**src/rtl/rdseq_pkg.sv**
```systemverilog
package rdseq_pkg;

  typedef enum logic [1:0] {
    CMD_NONE   = 2'd0,
    CMD_COMMIT = 2'd1,
    CMD_RELOAD = 2'd2,
    CMD_ACOFF  = 2'd3
  } cmd_e;

  // strobes from the decision logic to the datapath
  typedef struct packed {
    logic advance;
    logic restart;
    logic clear;
    logic fire;
  } seqCtrl_t;

  localparam int unsigned PREFIX_LEN = 5;
  localparam int unsigned NUM_TRIG   = 3;
  localparam int unsigned SEQ_LEN    = PREFIX_LEN + 1;

  function automatic logic [15:0] prefixKey(input int unsigned idx);
    case (idx)
      0:       return 16'h4E38;
      1:       return 16'hB1C7;
      2:       return 16'h83E0;
      3:       return 16'h7C1F;
      default: return 16'h703F;
    endcase
  endfunction

  // trigger index i selects command code i+1
  function automatic logic [15:0] trigKey(input int unsigned idx);
    case (idx)
      0:       return 16'h8FC0;
      1:       return 16'h4C63;
      default: return 16'h8B45;
    endcase
  endfunction

endpackage

```
**src/rtl/rdseq_ctrl.sv**
```systemverilog
module rdseq_ctrl
  import rdseq_pkg::*;
#(
  parameter int unsigned STEP_W = $clog2(SEQ_LEN)
) (
  input  logic              inhibit,
  input  logic              accCe,
  input  logic              accOe,
  input  logic              accWrite,
  input  logic [STEP_W-1:0] stepIdx,
  input  logic              prefixHit,
  input  logic              firstHit,
  input  logic              trigValid,
  output seqCtrl_t          ctrl
);

  localparam logic [STEP_W-1:0] LAST_STEP = STEP_W'(PREFIX_LEN);

  logic accPresent;
  assign accPresent = accCe | accOe;

  always_comb begin
    ctrl = '0;
    if (inhibit) begin
      ctrl.clear = 1'b1;
    end else if (accPresent) begin
      if (accWrite) begin
        ctrl.clear = 1'b1;
      end else if (stepIdx == LAST_STEP) begin
        if (trigValid) begin
          ctrl.fire  = 1'b1;
          ctrl.clear = 1'b1;
        end else if (firstHit) begin
          ctrl.restart = 1'b1;
        end else begin
          ctrl.clear = 1'b1;
        end
      end else if (prefixHit) begin
        ctrl.advance = 1'b1;
      end else if (firstHit) begin
        ctrl.restart = 1'b1;
      end else begin
        ctrl.clear = 1'b1;
      end
    end
  end

endmodule

```
**src/rtl/rdseq_datapath.sv**
```systemverilog
module rdseq_datapath
  import rdseq_pkg::*;
#(
  parameter int unsigned ADDR_W = 19,
  parameter int unsigned CMP_LO = 2,
  parameter int unsigned CMP_HI = 14,
  parameter int unsigned STEP_W = $clog2(SEQ_LEN)
) (
  input  logic              clk,
  input  logic              rst,
  input  logic [ADDR_W-1:0] accAddr,
  input  seqCtrl_t          ctrl,
  output logic [STEP_W-1:0] stepIdx,
  output logic              prefixHit,
  output logic              firstHit,
  output logic              trigValid,
  output logic              cmdValid,
  output cmd_e              cmdCode
);

  localparam int unsigned CMP_W = CMP_HI - CMP_LO + 1;

  logic [CMP_W-1:0] addrField;
  assign addrField = accAddr[CMP_HI:CMP_LO];

  logic unusedAddrBits;
  assign unusedAddrBits = ^{accAddr[ADDR_W-1:CMP_HI+1], accAddr[CMP_LO-1:0]};

  logic [PREFIX_LEN-1:0] keyHit;
  logic [NUM_TRIG-1:0]   trigHit;

  for (genvar gi = 0; gi < PREFIX_LEN; gi++) begin : g_prefix
    localparam logic [15:0] KEY = prefixKey(gi);
    assign keyHit[gi] = (addrField == KEY[CMP_HI:CMP_LO]);
  end

  for (genvar gt = 0; gt < NUM_TRIG; gt++) begin : g_trig
    localparam logic [15:0] KEY = trigKey(gt);
    assign trigHit[gt] = (addrField == KEY[CMP_HI:CMP_LO]);
  end

  assign firstHit  = keyHit[0];
  assign trigValid = |trigHit;

  always_comb begin
    prefixHit = 1'b0;
    for (int i = 0; i < PREFIX_LEN; i++) begin
      if (stepIdx == STEP_W'(i)) prefixHit = keyHit[i];
    end
  end

  cmd_e trigCode;
  always_comb begin
    trigCode = CMD_NONE;
    for (int i = NUM_TRIG - 1; i >= 0; i--) begin
      if (trigHit[i]) trigCode = cmd_e'(i + 1);
    end
  end

  always_ff @(posedge clk) begin
    if (rst) begin
      stepIdx <= '0;
    end else if (ctrl.clear) begin
      stepIdx <= '0;
    end else if (ctrl.restart) begin
      stepIdx <= STEP_W'(1);
    end else if (ctrl.advance) begin
      stepIdx <= stepIdx + STEP_W'(1);
    end
  end

  always_ff @(posedge clk) begin
    if (rst) begin
      cmdValid <= 1'b0;
      cmdCode  <= CMD_NONE;
    end else begin
      cmdValid <= ctrl.fire;
      cmdCode  <= ctrl.fire ? trigCode : CMD_NONE;
    end
  end

endmodule

```
**src/rtl/rdseq_cmd_detect.sv**
```systemverilog
module rdseq_cmd_detect
  import rdseq_pkg::*;
#(
  parameter int unsigned ADDR_W = 19,
  parameter int unsigned CMP_LO = 2,
  parameter int unsigned CMP_HI = 14
) (
  input  logic              clk,
  input  logic              rst,
  input  logic              inhibit,
  input  logic              accCe,
  input  logic              accOe,
  input  logic              accWrite,
  input  logic [ADDR_W-1:0] accAddr,
  output logic              cmdValid,
  output logic [1:0]        cmdCode
);

  localparam int unsigned STEP_W = $clog2(SEQ_LEN);

  seqCtrl_t          ctrl;
  logic [STEP_W-1:0] stepIdx;
  logic              prefixHit;
  logic              firstHit;
  logic              trigValid;
  cmd_e              cmdCodeE;

  rdseq_ctrl #(.STEP_W(STEP_W)) u_ctrl (
    .inhibit  (inhibit),
    .accCe    (accCe),
    .accOe    (accOe),
    .accWrite (accWrite),
    .stepIdx  (stepIdx),
    .prefixHit(prefixHit),
    .firstHit (firstHit),
    .trigValid(trigValid),
    .ctrl     (ctrl)
  );

  rdseq_datapath #(
    .ADDR_W(ADDR_W),
    .CMP_LO(CMP_LO),
    .CMP_HI(CMP_HI),
    .STEP_W(STEP_W)
  ) u_dp (
    .clk      (clk),
    .rst      (rst),
    .accAddr  (accAddr),
    .ctrl     (ctrl),
    .stepIdx  (stepIdx),
    .prefixHit(prefixHit),
    .firstHit (firstHit),
    .trigValid(trigValid),
    .cmdValid (cmdValid),
    .cmdCode  (cmdCodeE)
  );

  assign cmdCode = cmdCodeE;

endmodule

```
**config.mk**
```make
export PLATFORM = sky130hd
export DESIGN_NAME = rdseq_cmd_detect
export DESIGN_NICKNAME = d
export VERILOG_FILES = /design/src/rtl/rdseq_pkg.sv /design/src/rtl/rdseq_ctrl.sv /design/src/rtl/rdseq_datapath.sv /design/src/rtl/rdseq_cmd_detect.sv
export SDC_FILE = /design/constraint.sdc
export NUM_CORES = 1
export LEC_CHECK = 0
export BUFFER_PORTS_ARGS = -buffer_cell sky130_fd_sc_hd__buf_4
export CAP_MARGIN = 0
export CORE_MARGIN = 8
export CORE_UTILIZATION = 36
export CTS_BUF_LIST = sky130_fd_sc_hd__clkbuf_4 sky130_fd_sc_hd__clkbuf_8
export DETAILED_ROUTE_END_ITERATION = 10
export HOLD_SLACK_MARGIN = 0.03
export PLACE_DENSITY = 0.67
export SLEW_MARGIN = 10
export SYNTH_ARGS = -nofsm -noshare
export SYNTH_HDL_FRONTEND = slang
export SYNTH_SLANG_ARGS = --single-unit
```
**constraint.sdc**
```tcl
create_clock -name clk -period 2.2 [get_ports clk]
set_clock_uncertainty 0.15 [all_clocks]
set_input_delay 0.11 -clock clk [delete_from_list [all_inputs] [get_ports clk]]
set_output_delay 0.11 -clock clk [all_outputs]
set_load 0.01 [all_outputs]
```
# Word level (Yosys, flattened, before mapping)
# Cells that the tools add are included.
[classes]
addsub = 1
n_eq_ne = 13
mux = 27
bitwise = 2
n_reduce_logical = 7
[ops]
columns = ["cell", "count"]
rows = [
  ["equality test 13 bit (second input constant)", 4],
  ["equality test 13 x 10 -> 1 bit (second input constant)", 2],
  ["two-way mux 1 bit", 20],
  ["equality test 13 x 12 -> 1 bit (second input constant)", 1],
  ["equality test 13 x 8 -> 1 bit (second input constant)", 1],
  ["two-way mux 2 bit", 6],
  ["OR reduction 3 bit", 3],
  ["equality test 3 x 2 -> 1 bit (second input constant)", 2],
  ["equality test 3 bit (second input constant)", 2],
  ["two-way mux 4 bit", 1],
  ["OR reduction 2 bit", 2],
  ["adder 3 x 1 -> 3 bit (second input constant)", 1],
  ["equality test 3 x 1 -> 1 bit (second input constant)", 1],
  ["zero test 3 bit", 1],
  ["nonzero test 2 bit", 1],
  ["NOT 1 bit", 1],
  ["OR 1 bit", 1],
]
[totals]
regBits = 6
wordCells = 55

# Depth between registers and ports, before layout
[logic_depth]
depth_word = 13
ltp_mapped = 7
mapped_depth_nobuf = 7

# Cells and area by module
# Synthesis repeated with hierarchy kept, for this count alone.
[hier_totals]
hier_cells = 71
hier_area_um2 = 599.3
[modules_own_cells]
columns = ["mod", "instances", "cells_per_inst", "area_each_um2", "seq_area_each_um2"]
rows = [
  ["rdseq_datapath", 1, 58, 515.5, 120.1],
  ["rdseq_ctrl", 1, 13, 83.8, 0.0],
]

# Worst setup path before layout
# No wires, ideal clock.
[synth_path]
kind = "register to register"
from = "register u_dp.stepIdx[1]"
to = "register u_dp.stepIdx[2]"
arrival_ps = 1812
t_required_ps = 1964
slack_ps = 151
stages_incl_launch_ff = 8
path_buffers = 0
path_cell_list = "dfxtp_1 inv_1 ha_1 nor4_1 a31oi_1 or3b_2 and3_1 a221oi_2"
[synth_between]
elab_chain_cells = 12
[synth_rtl]
columns = ["element", "line", "rtl"]
rows = [
  ["from (decl)", "rdseq_datapath.sv:13", "output logic [STEP_W-1:0] stepIdx,"],
  ["from (signal assigned)", "rdseq_datapath.sv:68", "stepIdx <= stepIdx + STEP_W'(1);"],
  ["zero test 3 bit", "rdseq_datapath.sv:48", "if (stepIdx == STEP_W'(i)) prefixHit = keyHit[i];"],
  ["two-way mux 1 bit (5 in series)", "rdseq_datapath.sv:48", ""],
  ["two-way mux 2 bit", "rdseq_ctrl.sv:38", "end else if (prefixHit) begin"],
  ["two-way mux 2 bit", "rdseq_ctrl.sv:29", "end else if (stepIdx == LAST_STEP) begin"],
  ["two-way mux 1 bit / two-way mux 2 bit (equally long branches)", "rdseq_ctrl.sv:27", "if (accWrite) begin"],
  ["two-way mux 4 bit", "rdseq_ctrl.sv:26", "end else if (accPresent) begin"],
  ["two-way mux 1 bit / two-way mux 2 bit (equally long branches)", "rdseq_ctrl.sv:24", "if (inhibit) begin"],
  ["OR reduction 3 bit (no source line)", "n/a", ""],
]
# Parallel ways exist; a longest one is shown, timed or not.
# A chain may end at the register's enable or synchronous reset.

# Final worst setup path
# Same ends and word-level chain as after synthesis.

==> Implementation_results.wiki <==
{| class="wikitable"
! Metric !! Value
|-
| Run status || complete, no violations
|-
| Worst-path clk slew || ~40 ps
|-
| Port Buffers || 21
|-
| CTS sink cnt || 6
|-
| Number of standard cells in the final layout excluding fillers || 130
|-
| Setup_tns || 0 ps
|-
| Half-perimeter wire length after placement || 1600 µm
|-
| Data arrival time of the critical path || 2120 ps
|-
| Period utilisation layout || a little over nine tenths
|-
| ANT nets after route || 0
|-
| Launching point of the worst reg2reg path || u_dp.stepIdx[1]
|-
| Hold violation count in the final report || 0
|-
| Number of nets in the synthesized netlist || 108
|-
| DIE HEIGHT || 57.7 µm
|-
| Tightest Pin Transition || 350 ps
|-
| Crit path required time || ~2200 ps
|-
| Area of the core || 1690 µm²
|-
| Number of distinct library cells after synthesis || 36
|-
| Hold Path Sink || u_dp.stepIdx[0]
|-
| Footprint of the multi-input gates || about 540 µm²
|-
| Fin worst setup slack || between 70 and 80 ps
|-
| Die area || 3330 µm²
|-
| Worst Hold Margin || 40.7 ps
|-
| Clock period minus worst slack || roughly 2100 ps
|-
| Post-route design area || around 970 µm²
|-
| Syn Inst Count || between 70 and 80
|-
| Avg Vias per Cell || between 5 and 6
|-
| Max cap viols || 0
|-
| Capture instance of the worst register-to-register path || u_dp.stepIdx[2]
|-
| Combined global-route utilization of all metal layers || between 10% and 20%
|-
| Starting density of the core || between 30% and 40%
|-
| Hold depth || 4
|-
| Buffer type at the clock tree root || clkbuf_4
|-
| Skew-Pair Late Insertion Delay || approximately 240 ps
|-
| Ratio of cells with drive above 1 in the final layout || ~42%
|-
| Worst R2R Path Depth || 7
|-
| Via count of the first global-routing pass || roughly 750
|-
| Layout overhead on the synthesized area || 55.0%
|-
| Critical path launch point type || flip-flop
|-
| Register Area || roughly 120 µm²
|-
| Aggregate global routing overflow || 0
|-
| Placement Cell Area || around 870 µm²
|-
| First-pass iteration count of the detailed router || 4
|-
| RSZ-0062 raised after global routing || yes
|-
| Buffer levels on the longest clock path || 2
|-
| CP endpoint kind || flip-flop
|-
| Maximum level of the CTS H-tree || 1
|-
| Detailed Route WL || slightly below 2000 µm
|-
| Worst slew margin relative to its limit || 76.5%
|-
| Number of buffers inserted by post-CTS setup repair || 0
|-
| Synthesized area per cell || 8.02 µm²
|-
| Leading area contributor after synthesis || dfxtp_1
|-
| Die Wd || 57.7 µm
|-
| Register-to-Register Setup Slack || 70 ps
|-
| Total number of vias || 719
|-
| Routed wirelength normalized by instance count || 15.2 µm
|-
| Most used DFF post-synth || dfxtp_1
|-
| Wire length of the first global-routing pass || between 3000 and 4000 µm
|-
| Type of the worst min-delay path || in2reg
|-
| Sequential element share of the synthesized area || 19.2%
|-
| Net count, final || ~150
|-
| Synthesized flop and latch total || 6
|-
| # setup viols final || 0
|-
| Top area cells in the synthesized netlist || dfxtp_1, ha_1, nor2_1
|-
| Min-delay src || inhibit
|-
| Placed cell count || between 100 and 150
|-
| Worst IR Drop VDD || between 0.2 and 0.3 mV
|-
| Placer Congestion || between 0.8 and 0.9
|-
| Warnings from Yosys || 0
|-
| Leak || roughly 0.38 nW
|-
| Top Ports || 28
|-
| Crit Path Class || reg2reg
|-
| Layout filler cell count || 162
|-
| # rows || 15
|-
| Area share of the leading cell type in the synthesized netlist || around 19%
|-
| Final routed DRC violation total || 0
|-
| Max Transition Viols Final || 0
|-
| Number of antenna violations at the first check in global routing || 0
|-
| Highest clock frequency the design can meet || between 400 and 500 MHz
|-
| Pin count of the biggest net entering global routing || 6
|-
| Fraction of synthesis flops using an asynchronous set or reset pin || 0%
|-
| Post-synth design cell area || ~630 µm²
|-
| TritonCTS clock tree || built
|-
| Post-Place Worst Slack || -114 ps
|-
| EDFF count, synth || 0
|-
| Antenna cells || 0
|-
| CTS buffer count || 3
|-
| PD cells || ~290 nW/µm²
|-
| Starting DRC count in detailed routing || 16
|-
| Critical path fanouts, max || 3
|}
==> worst max path at each step <==
stage | slack [ps] | from | to | cells after the start
after global placement | -80 | accAddr[4] | u_dp.stepIdx[2] | 7
after global routing | -30 | u_dp.stepIdx[1] | u_dp.stepIdx[2] | 7
after CTS | 2 | accAddr[7] | u_dp.stepIdx[2] | 8
after floorplan | 150 | u_dp.stepIdx[1] | u_dp.stepIdx[2] | 7
after detailed placement | -110 | accAddr[4] | u_dp.stepIdx[2] | 7
final | 70 | u_dp.stepIdx[1] | u_dp.stepIdx[2] | 7
==> where the power goes <==
part	internal [mW]	total (mW)	switching [mW]
Clock	0.0615	0.0983	0.0368
Sequential	0.109	0.109	0.000000859
Combinational	0.0390	0.0699	0.0308
==> stage by stage <==
stage	total power, mW	util [%]
3_5_place_dp	0.172	51.6
3_3_place_gp	0.171	51.6
4_1_cts	0.275	54.1
5_1_grt	0.299	57.4
6_report	0.277	57.4
2_1_floorplan	0.131	-
==> synthesized netlist by cell type (all sizes together) (2+ instances only) <==
cell	count
nor3b	2
a21oi	2
nor2	13
a31oi	3
nor3	3
o21ai	4
nand3b	2
ha	5
nand2	5
a221oi	2
nor4b	2
dfxtp	6
nand2b	2
inv	5
and3	2
nand3	5
==> layer usage <==
metal	part of all wire (%)	up-vias	track usage [%]
met5	0	-	0
met4	0.96	0	3.50
li1	-	363	-
met2	50	26	20.7
met3	8.8	2	5.74
met1	40	328	12.3
==> sequential cells by signal (all words and copies together) (netlist names) <==
name,count
u_dp.cmdCode,2
u_dp.stepIdx,3
u_dp.cmdValid,1
==> kinds of logic (layout without fill, tap and decap cells) <==
logic type               count (synthesis)  count (layout)  share of synthesized area (%)
AO/OA/AOI/OAI                           17              17                           23.2
AND/OR/NAND/NOR                         45              45                           44.6
flip-flops                               6               6                           19.2
buffers and inverters                    5              40                           3.00
adder cells (fa/ha/maj)                  5               5                           10.0
==> worst max-delay path, stage by stage (launching register included) <==
cell and delay (ps):
dfxtp_1 330, inv_1 60, ha_1 240, nor4b_4 290
a31oi_4 150, a2111oi_4 440, o21ai_2 110, a221oi_2 280
==> cell type report <==
class,instances,area share [%]
clock buffer,3,2.32
inverter,5,1.94
multi-input combinational,67,55.9
sequential,6,12.4
tap,17,2.19
timing repair buffer,32,25.3
==> repair_timing <==
item | in CTS | in global routing
setup endpoints to repair | 0 | 3
endpoints found under the hold margin | 3 | 0
hold buffers | 2 | 0
resized for setup | 0 | 10
==> layout by cell type (no fill, tap or decap), types with 2 or more instances in the layout <==
master	Yosys	layout
buf_4	0	30
nor2_1	13	12
dfxtp_1	6	6
inv_1	5	5
nand2_1	5	5
nand3_1	4	4
ha_1	5	4
o21ai_0	3	3
nor3_1	3	3
clkbuf_4	0	3
and3_1	2	2
nand3b_1	2	2
nand2b_1	2	2
a31oi_1	3	2
nor4b_4	1	2
a21oi_1	2	2
dlygate4sd3_1	0	2
Power figures use the tool's default switching activity.
